<file path="config.mk">
export PLATFORM = sky130hd
export DESIGN_NAME = split_read_tracker
export DESIGN_NICKNAME = d
export VERILOG_FILES = /design/src/rtl/srt_pkg.sv /design/src/rtl/srt_wq_match.sv /design/src/rtl/srt_track_table.sv /design/src/rtl/srt_resp_stage.sv /design/src/rtl/split_read_tracker.sv
export SDC_FILE = /design/constraint.sdc
export NUM_CORES = 1
export LEC_CHECK = 0
export ABC_AREA = 1
export BUFFER_PORTS_ARGS = -buffer_cell sky130_fd_sc_hd__clkbuf_2
export CORE_MARGIN = 2
export CORE_UTILIZATION = 30
export CTS_CLUSTER_DIAMETER = 150
export DETAILED_ROUTE_END_ITERATION = 10
export PLACE_DENSITY = 0.57
export SLEW_MARGIN = 20
export SYNTH_ARGS = -nofsm -noshare
export SYNTH_HDL_FRONTEND = slang
export SYNTH_SLANG_ARGS = --single-unit
</file>
<file path="constraint.sdc">
create_clock -name clk -period 10.8 [get_ports clk]
set_clock_uncertainty 0.15 [all_clocks]
set_input_delay 1.08 -clock clk [delete_from_list [all_inputs] [get_ports clk]]
set_output_delay 1.08 -clock clk [all_outputs]
set_load 0.01 [all_outputs]
</file>
<file path="src/rtl/srt_pkg.sv">
package srt_pkg;
   // source selected for the registered response output
   typedef enum logic [1:0] {
      RS_IDLE,
      RS_CMP,
      RS_HOLD,
      RS_FWD
   } rsp_src_e;
endpackage

</file>
<file path="src/rtl/srt_wq_match.sv">
module srt_wq_match #(
   parameter int ADDR_W   = 32,
   parameter int SIZE_W   = 7,
   parameter int WQ_DEPTH = 8
) (
   input  logic [WQ_DEPTH-1:0]        wq_valid,
   input  logic [WQ_DEPTH*ADDR_W-1:0] wq_addr,
   input  logic [WQ_DEPTH*SIZE_W-1:0] wq_size,
   input  logic [ADDR_W-1:0]          q_addr,
   input  logic [SIZE_W-1:0]          q_size,
   output logic                       hit
);
   logic [WQ_DEPTH-1:0] match;

   // every entry compared at once; entry must cover the whole piece
   for (genvar i = 0; i < WQ_DEPTH; i++) begin : g_cmp
      assign match[i] = wq_valid[i]
                     && (wq_addr[i*ADDR_W +: ADDR_W] == q_addr)
                     && (wq_size[i*SIZE_W +: SIZE_W] >= q_size);
   end

   assign hit = |match;
endmodule

</file>
<file path="src/rtl/srt_track_table.sv">
module srt_track_table #(
   parameter int NUM_TAGS = 8,
   parameter int TAG_W    = 3,
   parameter int CNT_W    = 4
) (
   input  logic                clk,
   input  logic                rst_n,
   input  logic                alloc,
   input  logic [TAG_W-1:0]    alloc_tag,
   input  logic [CNT_W-1:0]    alloc_total,
   input  logic                alloc_hit,
   input  logic                inc,
   input  logic [TAG_W-1:0]    inc_tag,
   input  logic                cmp,
   input  logic [TAG_W-1:0]    cmp_tag,
   output logic [NUM_TAGS-1:0] busy,
   output logic [NUM_TAGS-1:0] fin
);
   for (genvar i = 0; i < NUM_TAGS; i++) begin : g_ent
      logic             busy_q;
      logic [CNT_W-1:0] total_q;
      logic [CNT_W-1:0] served_q;
      logic [CNT_W-1:0] served_nx;
      logic             sel_alloc;
      logic             sel_inc;
      logic             sel_cmp;

      assign sel_alloc = alloc && (alloc_tag == TAG_W'(i));
      assign sel_inc   = inc && (inc_tag == TAG_W'(i)) && busy_q;
      assign sel_cmp   = cmp && (cmp_tag == TAG_W'(i)) && busy_q;
      // a forwarded piece and a completion may both land in one cycle
      assign served_nx = served_q + CNT_W'(sel_inc) + CNT_W'(sel_cmp);
      assign fin[i]    = busy_q && (sel_inc || sel_cmp) && (served_nx == total_q);
      assign busy[i]   = busy_q;

      always_ff @(posedge clk or negedge rst_n) begin
         if (!rst_n) begin
            busy_q   <= 1'b0;
            total_q  <= '0;
            served_q <= '0;
         end else if (sel_alloc) begin
            busy_q   <= 1'b1;
            total_q  <= alloc_total;
            served_q <= CNT_W'(alloc_hit);
         end else if (fin[i]) begin
            busy_q   <= 1'b0;
            served_q <= '0;
         end else if (sel_inc || sel_cmp) begin
            served_q <= served_nx;
         end
      end
   end
endmodule

</file>
<file path="src/rtl/srt_resp_stage.sv">
module srt_resp_stage
   import srt_pkg::*;
#(
   parameter int TAG_W = 3
) (
   input  logic             clk,
   input  logic             rst_n,
   input  logic             c_ev,
   input  logic [TAG_W-1:0] c_tag,
   input  logic             f_ev,
   input  logic [TAG_W-1:0] f_tag,
   input  logic             stall,
   input  logic             freed,
   output logic             resp_valid,
   output logic [TAG_W-1:0] resp_tag,
   output logic             hold_busy,
   output logic             retry_pend,
   output logic             rd_retry
);
   rsp_src_e         src;
   logic             hold_q;
   logic [TAG_W-1:0] hold_tag;
   logic             flag_q;
   logic             pend;
   logic             slot_free;

   always_comb begin
      if (c_ev)        src = RS_CMP;
      else if (hold_q) src = RS_HOLD;
      else if (f_ev)   src = RS_FWD;
      else             src = RS_IDLE;
   end

   assign slot_free  = freed || (hold_q && !c_ev);
   assign pend       = flag_q || stall;
   assign hold_busy  = hold_q;
   assign retry_pend = flag_q;

   always_ff @(posedge clk or negedge rst_n) begin
      if (!rst_n) begin
         resp_valid <= 1'b0;
         resp_tag   <= '0;
         hold_q     <= 1'b0;
         hold_tag   <= '0;
         flag_q     <= 1'b0;
         rd_retry   <= 1'b0;
      end else begin
         resp_valid <= (src != RS_IDLE);
         case (src)
            RS_CMP:  resp_tag <= c_tag;
            RS_HOLD: resp_tag <= hold_tag;
            RS_FWD:  resp_tag <= f_tag;
            default: resp_tag <= resp_tag;
         endcase
         if (c_ev && f_ev) begin
            hold_q   <= 1'b1;
            hold_tag <= f_tag;
         end else if (src == RS_HOLD) begin
            hold_q <= 1'b0;
         end
         rd_retry <= pend && slot_free;
         flag_q   <= pend && !slot_free;
      end
   end
endmodule

</file>
<file path="src/rtl/split_read_tracker.sv">
module split_read_tracker #(
   parameter int ADDR_W     = 32,
   parameter int SIZE_W     = 7,
   parameter int WQ_DEPTH   = 8,
   parameter int NUM_TAGS   = 8,
   parameter int MAX_PIECES = 8,
   localparam int TAG_W     = (NUM_TAGS > 1) ? $clog2(NUM_TAGS) : 1,
   localparam int CNT_W     = $clog2(MAX_PIECES + 1)
) (
   input  logic                       clk,
   input  logic                       rst_n,
   input  logic                       piece_valid,
   output logic                       piece_ready,
   input  logic [TAG_W-1:0]           piece_tag,
   input  logic [ADDR_W-1:0]          piece_addr,
   input  logic [SIZE_W-1:0]          piece_size,
   input  logic                       piece_first,
   input  logic                       piece_last,
   input  logic [CNT_W-1:0]           piece_count,
   input  logic [WQ_DEPTH-1:0]        wq_valid,
   input  logic [WQ_DEPTH*ADDR_W-1:0] wq_addr,
   input  logic [WQ_DEPTH*SIZE_W-1:0] wq_size,
   output logic                       rd_valid,
   output logic [TAG_W-1:0]           rd_tag,
   output logic [ADDR_W-1:0]          rd_addr,
   output logic [SIZE_W-1:0]          rd_size,
   input  logic                       cmp_valid,
   input  logic [TAG_W-1:0]           cmp_tag,
   output logic                       resp_valid,
   output logic [TAG_W-1:0]           resp_tag,
   output logic                       rd_retry
);
   if (NUM_TAGS < 2 || NUM_TAGS != (1 << TAG_W)) begin : g_bad_tags
      $error("NUM_TAGS must be a power of two, at least 2");
   end
   if (MAX_PIECES < 2) begin : g_bad_pieces
      $error("MAX_PIECES must be at least 2");
   end
   if (WQ_DEPTH < 1) begin : g_bad_wq
      $error("WQ_DEPTH must be at least 1");
   end

   logic                hit;
   logic                accept;
   logic                single;
   logic [NUM_TAGS-1:0] busy;
   logic [NUM_TAGS-1:0] fin;
   logic                cmp_tracked;
   logic                c_ev;
   logic                f_ev;
   logic                hold_busy;
   logic                retry_pend;

   srt_wq_match #(
      .ADDR_W(ADDR_W), .SIZE_W(SIZE_W), .WQ_DEPTH(WQ_DEPTH)
   ) u_match (
      .wq_valid(wq_valid), .wq_addr(wq_addr), .wq_size(wq_size),
      .q_addr(piece_addr), .q_size(piece_size), .hit(hit)
   );

   assign single      = piece_first && piece_last;
   assign piece_ready = !hold_busy && !(piece_first && !piece_last && busy[piece_tag]);
   assign accept      = piece_valid && piece_ready;

   srt_track_table #(
      .NUM_TAGS(NUM_TAGS), .TAG_W(TAG_W), .CNT_W(CNT_W)
   ) u_table (
      .clk(clk), .rst_n(rst_n),
      .alloc(accept && piece_first && !piece_last),
      .alloc_tag(piece_tag), .alloc_total(piece_count), .alloc_hit(hit),
      .inc(accept && !piece_first && hit), .inc_tag(piece_tag),
      .cmp(cmp_valid), .cmp_tag(cmp_tag),
      .busy(busy), .fin(fin)
   );

   assign cmp_tracked = cmp_valid && busy[cmp_tag];
   // completion responds when untracked or when it finishes its parent
   assign c_ev = cmp_valid && (!busy[cmp_tag] || fin[cmp_tag]);
   // forwarded finish: all-hit single piece, or last hit closing an entry
   assign f_ev = (accept && single && hit)
              || (accept && !piece_first && fin[piece_tag]
                  && !(cmp_tracked && (cmp_tag == piece_tag)));

   assign rd_valid = accept && !hit;
   assign rd_tag   = piece_tag;
   assign rd_addr  = piece_addr;
   assign rd_size  = piece_size;

   srt_resp_stage #(.TAG_W(TAG_W)) u_resp (
      .clk(clk), .rst_n(rst_n),
      .c_ev(c_ev), .c_tag(cmp_tag),
      .f_ev(f_ev), .f_tag(piece_tag),
      .stall(piece_valid && !piece_ready),
      .freed(|fin),
      .resp_valid(resp_valid), .resp_tag(resp_tag),
      .hold_busy(hold_busy), .retry_pend(retry_pend),
      .rd_retry(rd_retry)
   );
endmodule

</file>
# Word level (Yosys, flattened, before mapping)
# Cells that the tools add are included.
[op_classes] shift=0 n_div=0 order_cmp=10 bitwise_logic=0 mul=0 n_reduce_logical=139 muxes=54 eq_ne=34 add_sub_neg=16
[ops] op="$eq 32x32->1" n=8
[ops] op="$mux 4" n=24
[ops] op="$logic_and 1x1->1" n=94
[ops] op="$add 4x1->4" n=16
[ops] op="$ge 7x7->1" n=8
[ops] op="$eq 4x4->1" n=8
[ops] op="$reduce_bool 3->1" n=9
[ops] op="$eq 3x3->1 const B" n=8
[ops] op="$mux 1" n=22
[ops] op="$reduce_bool 2->1" n=10
[ops] op="$reduce_or 8->1" n=2
[ops] op="$bmux 1 s3" n=4
[ops] op="$eq 3x2->1 const B" n=4
[ops] op="$logic_or 1x1->1" n=12
[ops] op="$logic_not 1->1" n=10
[ops] op="$pmux 3 s3" n=1
[ops] op="$lt 3x4->1 const B" n=2
[ops] op="$eq 3x1->1 const B" n=2
[ops] op="$logic_not 3->1" n=2
[ops] op="$mux 2" n=3
[ops] op="$eq 2x2->1 const B" n=2
[ops] op="$eq 3x3->1" n=1
[ops] op="$eq 2x1->1 const B" n=1
[word_totals] out_inout_bits=49 mem_bits_ro=0 ram_bits=0 inputBits=375 wordCells=283 latch_bits=0 ff_bits=82 n_memories=0

# Longest topological paths before layout
[depth] depth_word=25 mapped_depth=32 ltp_nobuf=32

# Modules after synthesis
# Synthesis repeated with hierarchy kept, for this count alone.
[unflattened] hier_cells=1968 area_unflattened_um2=11278.3
[modules_own_cells] mod="srt_wq_match" area_per_inst_um2=5465.2 cells_per_inst=1120 seq_area_each_um2=0.0 n_inst=1
[modules_own_cells] mod="srt_track_table" area_per_inst_um2=4541.9 cells_per_inst=647 seq_area_each_um2=1801.7 n_inst=1
[modules_own_cells] mod="split_read_tracker" area_per_inst_um2=818.3 cells_per_inst=150 seq_area_each_um2=0.0 n_inst=1
[modules_own_cells] mod="srt_resp_stage" area_per_inst_um2=452.9 cells_per_inst=51 seq_area_each_um2=250.2 n_inst=1

# Worst setup path before layout
# Ideal clock, no wire load.
[synth_timing] path_kind="input to register" from="in piece_size[2]" to="reg u_resp.resp_tag[0]" setup_ns=0.121 setup_slack_ns=5.918 arrival_time_ns=4.611 cell_stages=30 path_buffers=0 path_cell_list="inv_1 ha_1 nand2_1 nor2_1 o21ai_0 nand3_1 nor2_1 nor2_1 nand2_1 nand2_1 nor2_1 nand2_2 nand2_1 nor2_1 fa_1 ha_1 inv_1 nand2_1 a2111oi_0 nand3_1 inv_1 nand2_1 nand2_1 nand2_1 o21ai_1 nand3_1 nand2_2 nor2_2 a21oi_1 nand2_1"
[synth_between] elab_chain_len=20 word_cells_on_any_way=100 classes_between="add/sub: 16; order compare: 8; eq/ne: 11; mux: 8; reduce/logical: 57"
[synth_rtl] element="start: declaration" line_no="split_read_tracker.sv:16" text="input logic [SIZE_W-1:0] piece_size,"
[synth_rtl] element="$ge 7x7->1" line_no="srt_wq_match.sv:19" text="&& (wq_size[i*SIZE_W +: SIZE_W] >= q_size);"
[synth_rtl] element="$logic_and 1x1->1" line_no="srt_wq_match.sv:19"
[synth_rtl] element="$reduce_or 8->1 *" line_no="srt_wq_match.sv:22" text="assign hit = |match;"
[synth_rtl] element="$logic_and 1x1->1" line_no="split_read_tracker.sv:71" text=".inc(accept && !piece_first && hit), .inc_tag(piece_tag),"
[synth_rtl] element="$logic_and 1x1->1 (2 in a row)" line_no="srt_track_table.sv:29" text="assign sel_inc = inc && (inc_tag == TAG_W'(i)) && busy_q;"
[synth_rtl] element="$add 4x1->4 (2 in a row)" line_no="srt_track_table.sv:32" text="assign served_nx = served_q + CNT_W'(sel_inc) + CNT_W'(sel_cmp);"
[synth_rtl] element="$eq 4x4->1" line_no="srt_track_table.sv:33" text="assign fin[i] = busy_q && (sel_inc || sel_cmp) && (served_nx == total_q);"
[synth_rtl] element="$logic_and 1x1->1" line_no="srt_track_table.sv:33"
[synth_rtl] element="[... 2 more ...]"
[synth_rtl] element="$logic_and 1x1->1" line_no="split_read_tracker.sv:81" text="|| (accept && !piece_first && fin[piece_tag]"
[synth_rtl] element="$logic_and 1x1->1" line_no="split_read_tracker.sv:82" text="&& !(cmp_tracked && (cmp_tag == piece_tag)));"
[synth_rtl] element="$logic_or 1x1->1" line_no="split_read_tracker.sv:81"
[synth_rtl] element="$mux 2" line_no="srt_resp_stage.sv:30" text="else if (f_ev) src = RS_FWD;"
[synth_rtl] element="$mux 2" line_no="srt_resp_stage.sv:29" text="else if (hold_q) src = RS_HOLD;"
[synth_rtl] element="$mux 2 *" line_no="srt_resp_stage.sv:28" text="if (c_ev) src = RS_CMP;"
[synth_rtl] element="$eq 2x2->1 / $eq 2x1->1 (equally long branches)" line_no="srt_resp_stage.sv:49" text="case (src)"
[synth_rtl] element="$pmux 3 s3 / $reduce_bool 3->1 (equally long branches)"
[synth_rtl] element="end signal: assignment" line_no="srt_resp_stage.sv:50" text="RS_CMP: resp_tag <= c_tag;"
[synth_rtl] element="end signal: assignment" line_no="srt_resp_stage.sv:51" text="RS_HOLD: resp_tag <= hold_tag;"
[synth_rtl] element="end signal: assignment" line_no="srt_resp_stage.sv:52" text="RS_FWD: resp_tag <= f_tag;"
[synth_rtl] element="end: declaration" line_no="srt_resp_stage.sv:15" text="output logic [TAG_W-1:0] resp_tag,"
# Every way passes the cells marked *; elsewhere a longest branch is shown, timed or not. The select of a mux whose other input is x is not followed.
# A chain may end at the register's enable or synchronous reset.

# Worst setup path in the final report
[layout_timing] from="in piece_size[2]" to="reg u_resp.resp_tag[2]"
# Same word-level chain as after synthesis.

==> qor.txt <==
status = completed
DIE AREA = 0.0453 mm²
library cells used by synthesis = 46
share of layout cells above drive strength 1 = 17.6%
Post-synth EDFFs = 0
total of warnings raised by yosys = 0
Die X-Extent = 213 µm
initial DRC count = 2002
number of global-route vias before repair = 16100
max_cap viols = 0
Die Y = 213 µm
unrepaired setup endpoints after global routing = false
initial antenna violation count = 24
count leader, synth = nand2_1
CP Launch Type = primary input
first-pass GRT wire length = 104000 µm
Lkg Pwr = 9.43 nW
Area growth, synth to finish = 20.4%
Final min period = 6290 ps
Synth area leader = nand2_1
dpl hpwl = 60000 µm
Post-synth top cells = nand2_1 (961), inv_1 (392), nor2_1 (340)
count of state elements after synthesis = 82
Slowest Stage Delay on Critical Path = 580 ps
# hold bufs at CTS = 0
I/O pin count = 424
met1 usage = 41.4%
Worst Reg-to-Reg Cells = 25
Starting Density = 30.4%
nets = 3234
Rows = 76
H-tree lvl count = 3
Post-DRT Antenna Nets = 0
Post-CTS Repair Setup Buffers = 0
global route overflow = 0
CTS tree = yes
Pre-antenna DRT Iters = 6
Top FF cell, synth = dfrtp_1
critical path type = primary input to flop
Routed WL = 73400 µm
Overall Global Routing Usage = 31.8%
PD cells = 83.8 mW/mm²
area share of the largest cell type after synthesis = 27.6%
Area contributors post-synth = nand2_1 (28%), dfrtp_1 (16%), inv_1 (11%)
element type at the critical path end = flop
global placement routability congestion = 0.995
Hold Crit Depth = 2
post-CTS sizing = 0
slew margin rel. = 46.9%
TritonCTS buffer count = 9
mapped cell area = 0.0131 mm²
f_max = 159 MHz
IO Port Bufs = 423
CTS root buf = clkbuf_16
Worst Path Max Fanout = 8
CORE AREA = 0.0431 mm²
endpoints failing setup = 0
average size of a mapped cell = 5.38 µm²
Setup TNS = 0 ps
Critical Path AT = 6370 ps
ys async rst share = 100%
Vias/cell = 5.00
Syn Inst Count = 2430
Crit-path slowest cell = nor2_1
clk buf depth = 2
routing usage on met3 = 7.32%
vias = 16900
CTS sink count = 82
clk_lat worst skew = 350 ps
Slew Limit Fails = 0
worst endpoint required time = 10880 ps
Worst Hold Class = flop to flop
Final Hold Violating Endpoints = 0
crit share post-route = 58.3%
largest net degree at the start of global routing = 83
syn_nets = 2877
Worst path most repeated cell = nand2_1
per-cell routed wire length = 21.6 µm
Final Util = 36.6%
Seq/Total Area, Yosys = 15.7%
GRT met2 Usage = 50.3%
number of remaining DRC errors = 0
GRT busiest layer = met2
peak supply drop = 0.0000695 V
clock slew at reported path FFs = 60 ps
Slew @ Worst Pin = 797 ps
-- sequential cells by signal, summed over array words and instances, names as in the netlist --
signal                  count
u_resp.resp_valid           1
u_table.g_ent.total_q      32
u_table.g_ent.served_q     32
u_resp.hold_tag             3
u_table.g_ent.busy_q        8
u_resp.resp_tag             3
u_resp.rd_retry             1
u_resp.hold_busy            1
u_resp.retry_pend           1
-- logic make-up (layout without fill, tap and decap cells) --
group,count (synthesis),in the layout,synth area share (%)
AND/OR/NAND/NOR,1505,1505,46.5
buffers and inverters,491,852,16.0
AO/OA/AOI/OAI,188,188,8.25
XOR/XNOR,92,92,6.16
flip-flops,82,82,15.7
adder cells (fa/ha/maj),72,72,7.35
other,0,14,0
-- final timing paths --
path	startpoint	endpoint	slack, ps
max in group asynchronous	rst_n	u_table.g_ent[1].served_q[2]	9210
worst max-delay path	piece_size[2]	u_resp.resp_tag[2]	4510
worst min-delay path	u_table.g_ent[1].busy_q	u_table.g_ent[1].busy_q	330
min in group asynchronous	rst_n	u_resp.resp_valid	700
worst min register to register	u_table.g_ent[1].busy_q	u_table.g_ent[1].busy_q	330
worst max register to register	u_table.g_ent[6].busy_q	u_resp.resp_tag[2]	6150
-- final cells by class --
class | instances | area, µm²
Clock buffer | 13 | 270
Timing Repair Buffer | 428 | 2160
Sequential cell | 82 | 2050
Fill cell | 4930 | 27300
Inverter | 409 | 1540
Multi-Input combinational cell | 1857 | 8930
Antenna cell | 14 | 35.0
Clock inverter | 2 | 35.0
Tap cell | 585 | 732
-- report_power, final --
part | switching [mW] | internal, mW | leakage [nW]
Sequential | 0.0271 | 0.359 | 1.03
Combinational | 0.406 | 0.207 | 8.26
Clock | 0.125 | 0.197 | 0.152
Total | 0.557 | 0.762 | 9.43
-- cell usage in the layout, fill, tap and decap left out, types with 5 or more instances in the layout --
cell,instances
a21boi_0,5
a21oi_1,26
clkbuf_16,9
clkbuf_2,422
dfrtp_1,82
diode_2,14
fa_1,8
ha_1,64
inv_1,392
inv_2,16
nand2_1,961
nand2_2,8
nand3_1,87
nand3b_1,11
nand4_1,45
nor2_1,340
nor2_2,9
nor3_1,17
o21ai_0,100
o21ai_1,15
o311ai_0,8
o31ai_1,19
or2_1,5
or2_2,5
xnor2_1,60
xor2_1,32
-- metal layers --
metal,wire length [µm],part of all wire [%]
met1,30800,42
met2,31500,43
met3,7670,10
met4,3220,4.4
met5,128,0.17
-- worst max-delay path, delay by kind of cell --
kind | cells | cell delay [ps]
and+or+nand+nor | 20 | 2680
adders and majority gates | 3 | 1010
AOI/OAI and AO/OA | 3 | 700
buffers and inverters | 3 | 510
xor gates and xnor gates | 2 | 380
-- stage by stage --
stage	cell area, µm²	setup slack (ps)	power (mW)	hold slack, ps	cells
finish	15800	4510	1.32	330	3390
CTS	15700	4620	1.32	326	3376
global route	15700	4090	1.41	357	3387
detailed placement	15400	4250	0.989	313	3361
global placement	15400	4390	0.985	308	3361
floorplan	13100	5920	0.738	292	2430
Power figures use the tool's default switching activity.
